**src/rtl/irq_pkg.sv**
```systemverilog
package irq_pkg;
  localparam int NSRC = 7;
  localparam int LVLW = 2;
  localparam int NLVL = 1 << LVLW;
  localparam int IDXW = $clog2(NSRC);

  // Source indices in polling order (index 0 is polled first).
  localparam int SI_EXT0 = 0;
  localparam int SI_I2C  = 1;
  localparam int SI_TMR0 = 2;
  localparam int SI_EXT1 = 3;
  localparam int SI_TMR1 = 4;
  localparam int SI_SER  = 5;
  localparam int SI_TMR2 = 6;

  typedef logic [LVLW-1:0] lvl_t;

  // Bit position of a source inside the enable and priority registers.
  function automatic logic [2:0] reg_bit(input int s);
    case (s)
      SI_EXT0: reg_bit = 3'd0;
      SI_TMR0: reg_bit = 3'd1;
      SI_EXT1: reg_bit = 3'd2;
      SI_TMR1: reg_bit = 3'd3;
      SI_SER:  reg_bit = 3'd4;
      SI_TMR2: reg_bit = 3'd5;
      default: reg_bit = 3'd6;
    endcase
  endfunction

  // Vector address: 8-byte slots starting at offset 3.
  function automatic logic [7:0] vec_of(input int s);
    logic [4:0] slot;
    case (s)
      SI_EXT0: slot = 5'd0;
      SI_TMR0: slot = 5'd1;
      SI_EXT1: slot = 5'd2;
      SI_TMR1: slot = 5'd3;
      SI_SER:  slot = 5'd4;
      SI_I2C:  slot = 5'd5;
      default: slot = 5'd7;
    endcase
    vec_of = {slot, 3'b011};
  endfunction
endpackage

```
**src/rtl/irq_regs.sv**
```systemverilog
module irq_regs
  import irq_pkg::*;
#(
  parameter logic [7:0] EN_ADDR  = 8'hA8,
  parameter logic [7:0] PLO_ADDR = 8'hB8,
  parameter logic [7:0] PHI_ADDR = 8'hB7
) (
  input  logic                       clk,
  input  logic                       rst_n,
  input  logic                       wr,
  input  logic [7:0]                 addr,
  input  logic [7:0]                 wdata,
  output logic [7:0]                 rdata,
  output logic                       glb_en,
  output logic [NSRC-1:0]            src_en,
  output logic [NSRC-1:0][LVLW-1:0]  src_lvl
);
  logic [7:0] en_q;
  logic [6:0] plo_q;
  logic [6:0] phi_q;

  always_ff @(posedge clk) begin
    if (!rst_n) begin
      en_q  <= '0;
      plo_q <= '0;
      phi_q <= '0;
    end else if (wr) begin
      if (addr == EN_ADDR)  en_q  <= wdata;
      if (addr == PLO_ADDR) plo_q <= wdata[6:0];
      if (addr == PHI_ADDR) phi_q <= wdata[6:0];
    end
  end

  always_comb begin
    if (addr == EN_ADDR)       rdata = en_q;
    else if (addr == PLO_ADDR) rdata = {1'b0, plo_q};
    else if (addr == PHI_ADDR) rdata = {1'b0, phi_q};
    else                       rdata = '0;
  end

  assign glb_en = en_q[7];

  always_comb begin
    for (int s = 0; s < NSRC; s++) begin
      src_en[s]  = en_q[reg_bit(s)];
      src_lvl[s] = {phi_q[reg_bit(s)], plo_q[reg_bit(s)]};
    end
  end
endmodule

```
**src/rtl/irq_sources.sv**
```systemverilog
module irq_sources
  import irq_pkg::*;
(
  input  logic            clk,
  input  logic            rst_n,
  input  logic [1:0]      ext_n,
  input  logic [1:0]      ext_edge,
  input  logic [1:0]      tmr_ovf,
  input  logic            ser_ri,
  input  logic            ser_ti,
  input  logic            i2c_irq,
  input  logic            tmr2_tf,
  input  logic            tmr2_exf,
  input  logic [NSRC-1:0] clr,
  output logic [NSRC-1:0] req
);
  wire [1:0] ext_req;
  wire [1:0] tmr_req;
  logic ser_q, i2c_q, t2_q;

  for (genvar g = 0; g < 2; g++) begin : g_ext
    localparam int XI = (g == 0) ? SI_EXT0 : SI_EXT1;
    logic prev_q, flag_q, lvl_q;
    always_ff @(posedge clk) begin
      if (!rst_n) begin
        prev_q <= 1'b1;
        flag_q <= 1'b0;
        lvl_q  <= 1'b0;
      end else begin
        prev_q <= ext_n[g];
        lvl_q  <= ~ext_n[g];
        flag_q <= (prev_q & ~ext_n[g]) | (flag_q & ~clr[XI]);
      end
    end
    assign ext_req[g] = ext_edge[g] ? flag_q : lvl_q;
  end

  for (genvar g = 0; g < 2; g++) begin : g_tmr
    localparam int TI = (g == 0) ? SI_TMR0 : SI_TMR1;
    logic flag_q;
    always_ff @(posedge clk) begin
      if (!rst_n) flag_q <= 1'b0;
      else        flag_q <= tmr_ovf[g] | (flag_q & ~clr[TI]);
    end
    assign tmr_req[g] = flag_q;
  end

  always_ff @(posedge clk) begin
    if (!rst_n) begin
      ser_q <= 1'b0;
      i2c_q <= 1'b0;
      t2_q  <= 1'b0;
    end else begin
      ser_q <= ser_ri | ser_ti;
      i2c_q <= i2c_irq;
      t2_q  <= tmr2_tf | tmr2_exf;
    end
  end

  always_comb begin
    req          = '0;
    req[SI_EXT0] = ext_req[0];
    req[SI_EXT1] = ext_req[1];
    req[SI_TMR0] = tmr_req[0];
    req[SI_TMR1] = tmr_req[1];
    req[SI_SER]  = ser_q;
    req[SI_I2C]  = i2c_q;
    req[SI_TMR2] = t2_q;
  end
endmodule

```
**src/rtl/irq_pick.sv**
```systemverilog
module irq_pick
  import irq_pkg::*;
(
  input  logic [NSRC-1:0]           req,
  input  logic [NSRC-1:0]           src_en,
  input  logic                      glb_en,
  input  logic [NSRC-1:0][LVLW-1:0] src_lvl,
  input  logic [NLVL-1:0]           busy,
  output logic                      ok,
  output logic [IDXW-1:0]           idx,
  output lvl_t                      lvl
);
  logic [NSRC-1:0] elig;
  logic            found;

  assign elig = req & src_en & {NSRC{glb_en}};

  // Later matches overwrite earlier ones: inner loop runs downward so the
  // first polled source wins a level, outer loop upward so the top level wins.
  always_comb begin
    found = 1'b0;
    idx   = '0;
    lvl   = '0;
    for (int l = 0; l < NLVL; l++) begin
      for (int s = NSRC - 1; s >= 0; s--) begin
        if (elig[s] && (src_lvl[s] == lvl_t'(l))) begin
          found = 1'b1;
          idx   = IDXW'(s);
          lvl   = lvl_t'(l);
        end
      end
    end
    ok = found && ((busy >> lvl) == '0);
  end
endmodule

```
**src/rtl/irq_stack.sv**
```systemverilog
module irq_stack
  import irq_pkg::*;
(
  input  logic            clk,
  input  logic            rst_n,
  input  logic            fire,
  input  lvl_t            fire_lvl,
  input  logic            reti,
  output logic [NLVL-1:0] busy
);
  logic [NLVL-1:0] top;

  always_comb begin
    top = '0;
    for (int l = 0; l < NLVL; l++) begin
      if (busy[l]) top = NLVL'(1) << l;
    end
  end

  always_ff @(posedge clk) begin
    if (!rst_n) begin
      busy <= '0;
    end else begin
      busy <= (busy & ~(reti ? top : '0))
            | (fire ? (NLVL'(1) << fire_lvl) : '0);
    end
  end
endmodule

```
**src/rtl/prio_irq_ctrl.sv**
```systemverilog
module prio_irq_ctrl
  import irq_pkg::*;
(
  input  logic       clk,
  input  logic       rst_n,
  input  logic       sfr_wr,
  input  logic [7:0] sfr_addr,
  input  logic [7:0] sfr_wdata,
  output logic [7:0] sfr_rdata,
  input  logic       ext0_n,
  input  logic       ext1_n,
  input  logic       ext0_edge,
  input  logic       ext1_edge,
  input  logic       tmr0_ovf,
  input  logic       tmr1_ovf,
  input  logic       tmr2_tf,
  input  logic       tmr2_exf,
  input  logic       ser_ri,
  input  logic       ser_ti,
  input  logic       i2c_irq,
  output logic       irq_valid,
  input  logic       irq_ready,
  output logic [7:0] irq_vector,
  input  logic       reti
);
  logic                      glb_en;
  logic [NSRC-1:0]           src_en;
  logic [NSRC-1:0][LVLW-1:0] src_lvl;
  logic [NSRC-1:0]           req;
  logic [NSRC-1:0]           clr;
  logic [NLVL-1:0]           lvl_busy;
  logic                      win_ok;
  logic [IDXW-1:0]           win_idx;
  lvl_t                      win_lvl;

  logic                      valid_q;
  logic [IDXW-1:0]           idx_q;
  lvl_t                      lvl_q;
  logic [7:0]                vec_q;
  logic                      fire;

  irq_regs u_regs (
    .clk(clk), .rst_n(rst_n), .wr(sfr_wr), .addr(sfr_addr),
    .wdata(sfr_wdata), .rdata(sfr_rdata),
    .glb_en(glb_en), .src_en(src_en), .src_lvl(src_lvl)
  );

  irq_sources u_src (
    .clk(clk), .rst_n(rst_n),
    .ext_n({ext1_n, ext0_n}), .ext_edge({ext1_edge, ext0_edge}),
    .tmr_ovf({tmr1_ovf, tmr0_ovf}),
    .ser_ri(ser_ri), .ser_ti(ser_ti), .i2c_irq(i2c_irq),
    .tmr2_tf(tmr2_tf), .tmr2_exf(tmr2_exf),
    .clr(clr), .req(req)
  );

  irq_pick u_pick (
    .req(req), .src_en(src_en), .glb_en(glb_en), .src_lvl(src_lvl),
    .busy(lvl_busy), .ok(win_ok), .idx(win_idx), .lvl(win_lvl)
  );

  irq_stack u_stack (
    .clk(clk), .rst_n(rst_n), .fire(fire), .fire_lvl(lvl_q),
    .reti(reti), .busy(lvl_busy)
  );

  assign fire = valid_q & irq_ready;
  assign clr  = fire ? (NSRC'(1) << idx_q) : '0;

  // Offer register: captured only while idle, held until the core takes it.
  always_ff @(posedge clk) begin
    if (!rst_n) begin
      valid_q <= 1'b0;
      idx_q   <= '0;
      lvl_q   <= '0;
      vec_q   <= '0;
    end else if (fire) begin
      valid_q <= 1'b0;
    end else if (!valid_q) begin
      valid_q <= win_ok;
      idx_q   <= win_idx;
      lvl_q   <= win_lvl;
      vec_q   <= vec_of(int'(win_idx));
    end
  end

  assign irq_valid  = valid_q;
  assign irq_vector = vec_q;
endmodule

```
**config.mk**
```make
export PLATFORM = sky130hd
export DESIGN_NAME = prio_irq_ctrl
export DESIGN_NICKNAME = d
export VERILOG_FILES = /design/src/rtl/irq_pkg.sv /design/src/rtl/irq_regs.sv /design/src/rtl/irq_sources.sv /design/src/rtl/irq_pick.sv /design/src/rtl/irq_stack.sv /design/src/rtl/prio_irq_ctrl.sv
export SDC_FILE = /design/constraint.sdc
export NUM_CORES = 1
export LEC_CHECK = 0
export CAP_MARGIN = 20
export CORE_UTILIZATION = 30
export DETAILED_ROUTE_END_ITERATION = 8
export DONT_BUFFER_PORTS = 1
export PLACE_DENSITY_LB_ADDON = 0.12
export SYNTH_ARGS = -nofsm -noshare
export SYNTH_HDL_FRONTEND = slang
export SYNTH_SLANG_ARGS = --single-unit
```
**constraint.sdc**
```tcl
create_clock -name clk -period 2.1 [get_ports clk]
set_input_delay 0.21 -clock clk [delete_from_list [all_inputs] [get_ports clk]]
set_output_delay 0.21 -clock clk [all_outputs]
set_load 0.1 [all_outputs]
```
### After elaboration in Yosys (flattened, before gate mapping)

Cells that the tools add are included.

* shift-type cells: 3
* equality and inequality tests: 29
* bitwise logic cells: 27
* reduce and logical (&&, ||, !) cells: 43
* mux-type cells: 91

Operator list (count)
* 2-to-1 mux 3 bit: 29
* 2-to-1 mux 1 bit: 39
* 2-to-1 mux 2 bit: 15
* logical AND 1 bit: 29
* equality test 2 bit, second input constant: 14
* equality test 8 bit, second input constant: 3
* case mux 3 bit (6 select lines): 1
* AND 7 bit: 2
* equality test 2 x 1 -> 1 bit, second input constant: 7
* logical NOT 2 bit: 7
* 2-to-1 mux 7 bit: 2
* 2-to-1 mux 4 bit: 3
* inverter 1 bit: 9
* 2-to-1 mux 8 bit: 1
* AND reduction 2 bit: 4
* AND 1 bit: 7
* equality test 3 x 2 -> 1 bit, second input constant: 2
* equality test 3 bit, second input constant: 2
* OR 1 bit: 6
* 2-to-1 mux 5 bit: 1
* left shift 1 x 3 -> 5 bit, first input constant: 1
* AND 4 bit: 1
* logical NOT 4 bit: 1
* inverter 4 bit: 1
* other kinds (6): 6

* output and inout port bits: 17
* flip-flop bits (word level): 50
* bits of input ports: 32
* word-level logic and storage cells: 212

### Longest topological paths before layout

* depth in word-level cells: 34
* mapped depth: 10

### Hierarchy

Synthesis repeated with hierarchy kept, for this count alone.

* cells, all modules: 323
* area total of the unflattened synthesis: 2731.4 sq um

By module, submodules not included
* irq_regs: seq. area each 440.4 sq um, area each 1018.5 sq um, cells an instance 113, instances 1
* irq_pick: seq. area each 0.0 sq um, area each 636.9 sq um, cells an instance 101, instances 1
* prio_irq_ctrl: seq. area each 200.2 sq um, area each 504.2 sq um, cells an instance 56, instances 1
* irq_sources: seq. area each 220.2 sq um, area each 392.9 sq um, cells an instance 35, instances 1
* irq_stack: seq. area each 80.1 sq um, area each 178.9 sq um, cells an instance 18, instances 1

### Worst setup path after synthesis

No wires, ideal clock.

* path type: input to output
* start point: input sfr_addr[6]
* end point: output sfr_rdata[7]
* data arrival time: 3.269 ns
* stages: 4
* data required time: 1.890 ns
* path slack: -1.379 ns
* cell sequence: nand3b_1 -> or4_1 -> clkbuf_1 -> nor3b_1

* longest elaborated chain between the ends: 2

RTL lines
* start, declared: line prio_irq_ctrl.sv:7 `input logic [7:0] sfr_addr,`
* equality test 8 bit: line irq_regs.sv:35 `if (addr == EN_ADDR) rdata = en_q;`
* 2-to-1 mux 8 bit: line irq_regs.sv:35
* end, declared: line prio_irq_ctrl.sv:9 `output logic [7:0] sfr_rdata,`

No other way between the ends.

### Final worst setup path

* start point: register u_regs.en_q[7]
* end point: register vec_q[4] (netlist: irq_vector[4])

* longest elaborated chain between the ends: 32
* elaborated cells between the ends (all ways): 64
* those cells by class: 5 x eq/ne; 29 x mux; 1 x bitwise; 29 x reduce/logical

RTL lines
* start, declared: line irq_regs.sv:18 `logic [7:0] en_q;`
* start signal, assigned: line irq_regs.sv:28 `if (addr == EN_ADDR) en_q <= wdata;`
* AND 7 bit *: line irq_pick.sv:16 `assign elig = req & src_en & {NSRC{glb_en}};`
* logical AND 1 bit: line irq_pick.sv:26 `if (elig[s] && (src_lvl[s] == lvl_t'(l))) begin`
* 2-to-1 mux 3 bit (27 in series): line irq_pick.sv:26
* 2-to-1 mux 3 bit *: line irq_pick.sv:26
* equality test 3 x 1 -> 1 bit, or another cell as far along: line irq_pkg.sv:34 `case (s)`
* case mux 3 bit (6 select lines) *: line irq_pkg.sv:34
* end signal, assigned: line prio_irq_ctrl.sv:83 `vec_q <= vec_of(int'(win_idx));`
* end, declared: line prio_irq_ctrl.sv:39 `logic [7:0] vec_q;`

Mark *: on every way between the ends. The rest lies on a longest branch, timed or not.
A chain may end at the register's enable or synchronous reset.

==> summary.txt <==
Final layout
  • Post-route design area: 3490 um^2
  • Layout cell share with drive strength beyond 1: a little over a quarter
  • Final #Nets: about 410
  • Diode count: 0
  • Sequential cell area: approximately 950 um^2
  • Multi-input combinational cell area: 1760 um^2
  • Synthesis-to-layout area growth: 28.2%
  • Most frequent cells in the layout: 49 x nand2_1, 43 x dfxtp_1, 39 x buf_4
  • Most common cell after layout, fill and taps aside: nand2_1
  • Fill cell count: between 900 and 1,000

Worst setup path
  • Setup crit start kind: flop
  • CP max stage cell: or4b_4
  • Worst Path Max Fanout: 9
  • WP data arrival: between 2 and 2.5 ns
  • Crit. End Element: flop
  • R2r startpoint: u_regs.en_q[7]
  • Setup crit start: u_regs.en_q[7]
  • Largest stage delay, worst path: between 0.5 and 0.6 ns
  • Worst r2r path cells: 8
  • Worst-path cell chain: buf_12, nand2_2, or4b_4, a311oi_2, o21ai_2, o21a_4, a21oi_2, o41ai_2
  • Req. time, crit path: between 2 and 2.5 ns
  • Kind of critical path: reg -> reg

Floorplan
  • Die Footprint: 9460 um^2
  • Starting density of the core: 31.1%
  • Total core area: between 8000 and 9000 um^2
  • Die H: just under 100 um
  • Die width: between 90 and 100 um
  • Site Rows: 34
  • I/O pin total: 49

Placed design
  • Gpl congestion: around 0.88
  • # port buffers: 0
  • Hpwl dp: a little over 6 mm
  • Placed Area: 3250 um^2

Power and ir drop
  • Cell area power density: ~450 nW/um^2
  • VDD IR max: 0.000270 V
  • Leak pwr: around 1.2 nW

CTS
  • Clk_lat worst skew: approximately 0.30 ns
  • CTS root buffer: clkbuf_8
  • H-tree depth: 2
  • Num CTS Buffers: 5
  • Clock Tree Buf Depth: 2
  • CTS tree: built
  • Clock sinks: 47
  • Reg clk slew, reported paths: about 0.09 ns

Routing
  • Post-route ant nets: 0
  • Vias: between 2,000 and 3,000
  • Routed WL per cell: around 17 um
  • WL final: 8.17 mm
  • Highest Signal Layer: met4
  • WL met1: approximately 4 mm
  • Met3 WL post-DR: ~270 um
  • DR vias/cell: about 5.4
  • DR iter-0 viols: a little over 90
  • Drt first pass iters: 5
  • Residual DRC: 0
  • Routed met2 length: between 3 and 4 mm

Global route
  • Total grt overflow: 0
  • Largest net degree at the start of global routing: 38
  • First-pass GRT wire length: around 13 mm
  • GRT Util Overall: between 15 and 20%
  • Number of global-route vias before repair: ~2,600
  • Antenna violations before repair: 0

Yosys
  • Async SR Flop Fraction: 0%
  • Post-Syn Area: 2720 um^2
  • Post-synth EDFFs: 0
  • Register area share after synthesis: around 35%
  • Synthesis Warnings: 0
  • Netlist cell types: 70
  • Cells after Synth: ~340
  • Main flop type after synthesis: dfxtp_1
  • Syn avg cell area: roughly 7.9 um^2
  • Yosys reg bits: 47

Hold path
  • Hold WC Path Type: in -> reg
  • WHS Path Cells: 1
  • Hold path start: rst_n

Timing
  • Final Cycle Share: 100%
  • Slew headroom: a little over half
  • Fmax: ~470 MHz
  • Final hold vios: 0
  • Max Clock Skew: 0.00257 ns
  • RSZ-0062 raised after global routing: yes
  • Crit path setup slack, layout: -0.00616 ns
  • Slew @ Worst Pin: just under 0.7 ns
  • Hold slack: around 0.024 ns
  • Final setup violation count: 1
  • Fin. max-slew vios: 0
  • Tmin final: ~2.1 ns

Flow run
  • Max Cap Viol: 0

Run status
  • Failing checks: negative setup slack
  • Status: finished with violations
-- what timing repair did --
item | in CTS | in global routing
hold endpoints to repair | 2 | 0
gates cloned | 0 | 1
endpoints found under the setup margin | 5 | 8
hold buffers | 1 | 0
setup buffers | 1 | 4
gates resized for setup | 2 | 16
pin swaps | 4 | 8
-- cells in the mapped netlist, drive strengths merged, types with 2 or more instances --
| library cell | number | area, um^2 |
|---|---|---|
| nor2 | 34 | 135 |
| nand4b | 5 | 43.8 |
| o41ai | 2 | 25.0 |
| nor3 | 10 | 50.1 |
| clkbuf | 10 | 37.5 |
| buf | 11 | 72.6 |
| nand3b | 3 | 22.5 |
| o21ai | 22 | 114 |
| o211ai | 3 | 27.5 |
| nor2b | 3 | 18.8 |
| nand2b | 8 | 50.1 |
| a22oi | 2 | 15.0 |
| nand4 | 6 | 37.5 |
| or3 | 2 | 12.5 |
| and4b | 3 | 30.0 |
| nand2 | 51 | 194 |
| o21a | 2 | 15.0 |
| a2bb2oi | 2 | 17.5 |
| mux2i | 17 | 178 |
| o32a | 2 | 20.0 |
| o22ai | 5 | 31.3 |
| nor3b | 4 | 35.0 |
| or3b | 2 | 17.5 |
| nand3 | 12 | 72.6 |
| and3 | 3 | 18.8 |
| a21oi | 32 | 168 |
| nor4 | 3 | 25.0 |
| and2 | 2 | 12.5 |
| inv | 9 | 33.8 |
| or4b | 2 | 23.8 |
| o31ai | 2 | 15.0 |
| dfxtp | 47 | 941 |
| a311oi | 2 | 23.8 |
-- sequential cells by signal, summed over array words and instances, names as in the netlist --
name and cells:
u_regs.en_q 8, u_src.g_tmr.flag_q 2, u_stack.busy 4, u_src.g_ext.prev_q 2
idx_q 3, irq_valid 1, lvl_q 2, u_src.g_ext.flag_q 2
u_src.t2_q 1, irq_vector 4, u_regs.plo_q 7, u_regs.phi_q 7
u_src.g_ext.lvl_q 2, u_src.i2c_q 1, u_src.ser_q 1
-- worst max-delay path: cells and delay by family (launching register included) --
| kind | cells | cell delay [ns] |
|---|---|---|
| AOI/OAI and AO/OA | 5 | 0.87 |
| and+or+nand+nor | 2 | 0.58 |
| DFF | 1 | 0.39 |
| buffers and inverters | 1 | 0.13 |
-- cells by family after synthesis --
kind of cell | share of synthesized area [%]
simple gates | 31.2
compound gates | 22.0
flops | 34.6
buf+inv | 5.28
mux | 6.53
xor+xnor | 0.322
other cells | 0.138
-- through the flow --
| step | utilization [%] | setup WS (ns) | power (mW) | instances | TNS, ns |
|---|---|---|---|---|---|
| 2_1_floorplan | - | -0.162 | 1.03 | 345 | -1.28 |
| 3_3_place_gp | 37.1 | -0.170 | 1.04 | 476 | -0.683 |
| 3_5_place_dp | 37.1 | -0.205 | 1.04 | 476 | -0.735 |
| 4_1_cts | 38.3 | -0.0189 | 1.59 | 486 | -0.0189 |
| 5_1_grt | 39.8 | -0.142 | 1.63 | 491 | -0.385 |
| 6_report | 39.8 | -0.00616 | 1.56 | 491 | -0.00616 |
-- where the power goes --
| group | total (mW) | leakage (nW) | switching [mW] | internal [mW] |
|---|---|---|---|---|
| registers | 0.925 | 0.384 | 0.0201 | 0.905 |
| clock network | 0.538 | 0.0422 | 0.304 | 0.234 |
| logic | 0.0965 | 0.804 | 0.0646 | 0.0319 |
| total | 1.56 | 1.23 | 0.388 | 1.17 |
-- layer usage --
metal  vias up  global-route usage (%)
met1      1282                    24.1
met5         -                       0
met3        10                    2.95
li1       1322                       -
met2        53                    28.3
met4         0                    4.30
-- cell type report --
class,instances,share of cell area (%)
tap,108,3.87
multi-input combinational,268,50.5
clock buffer,7,2.19
inverter,9,0.968
clock inverter,1,0.143
sequential,47,27.2
timing repair buffer,51,15.1
-- path summary, 6_finish.rpt --
path | slack, ns | endpoint
setup / recovery | -0.006 | irq_vector[4]
hold / removal | 0.02 | irq_vector[1]
setup reg to reg | -0.006 | irq_vector[4]
hold reg to reg | 0.46 | u_src.g_ext[0].flag_q
Note: power is estimated with default switching activity, not from simulation.
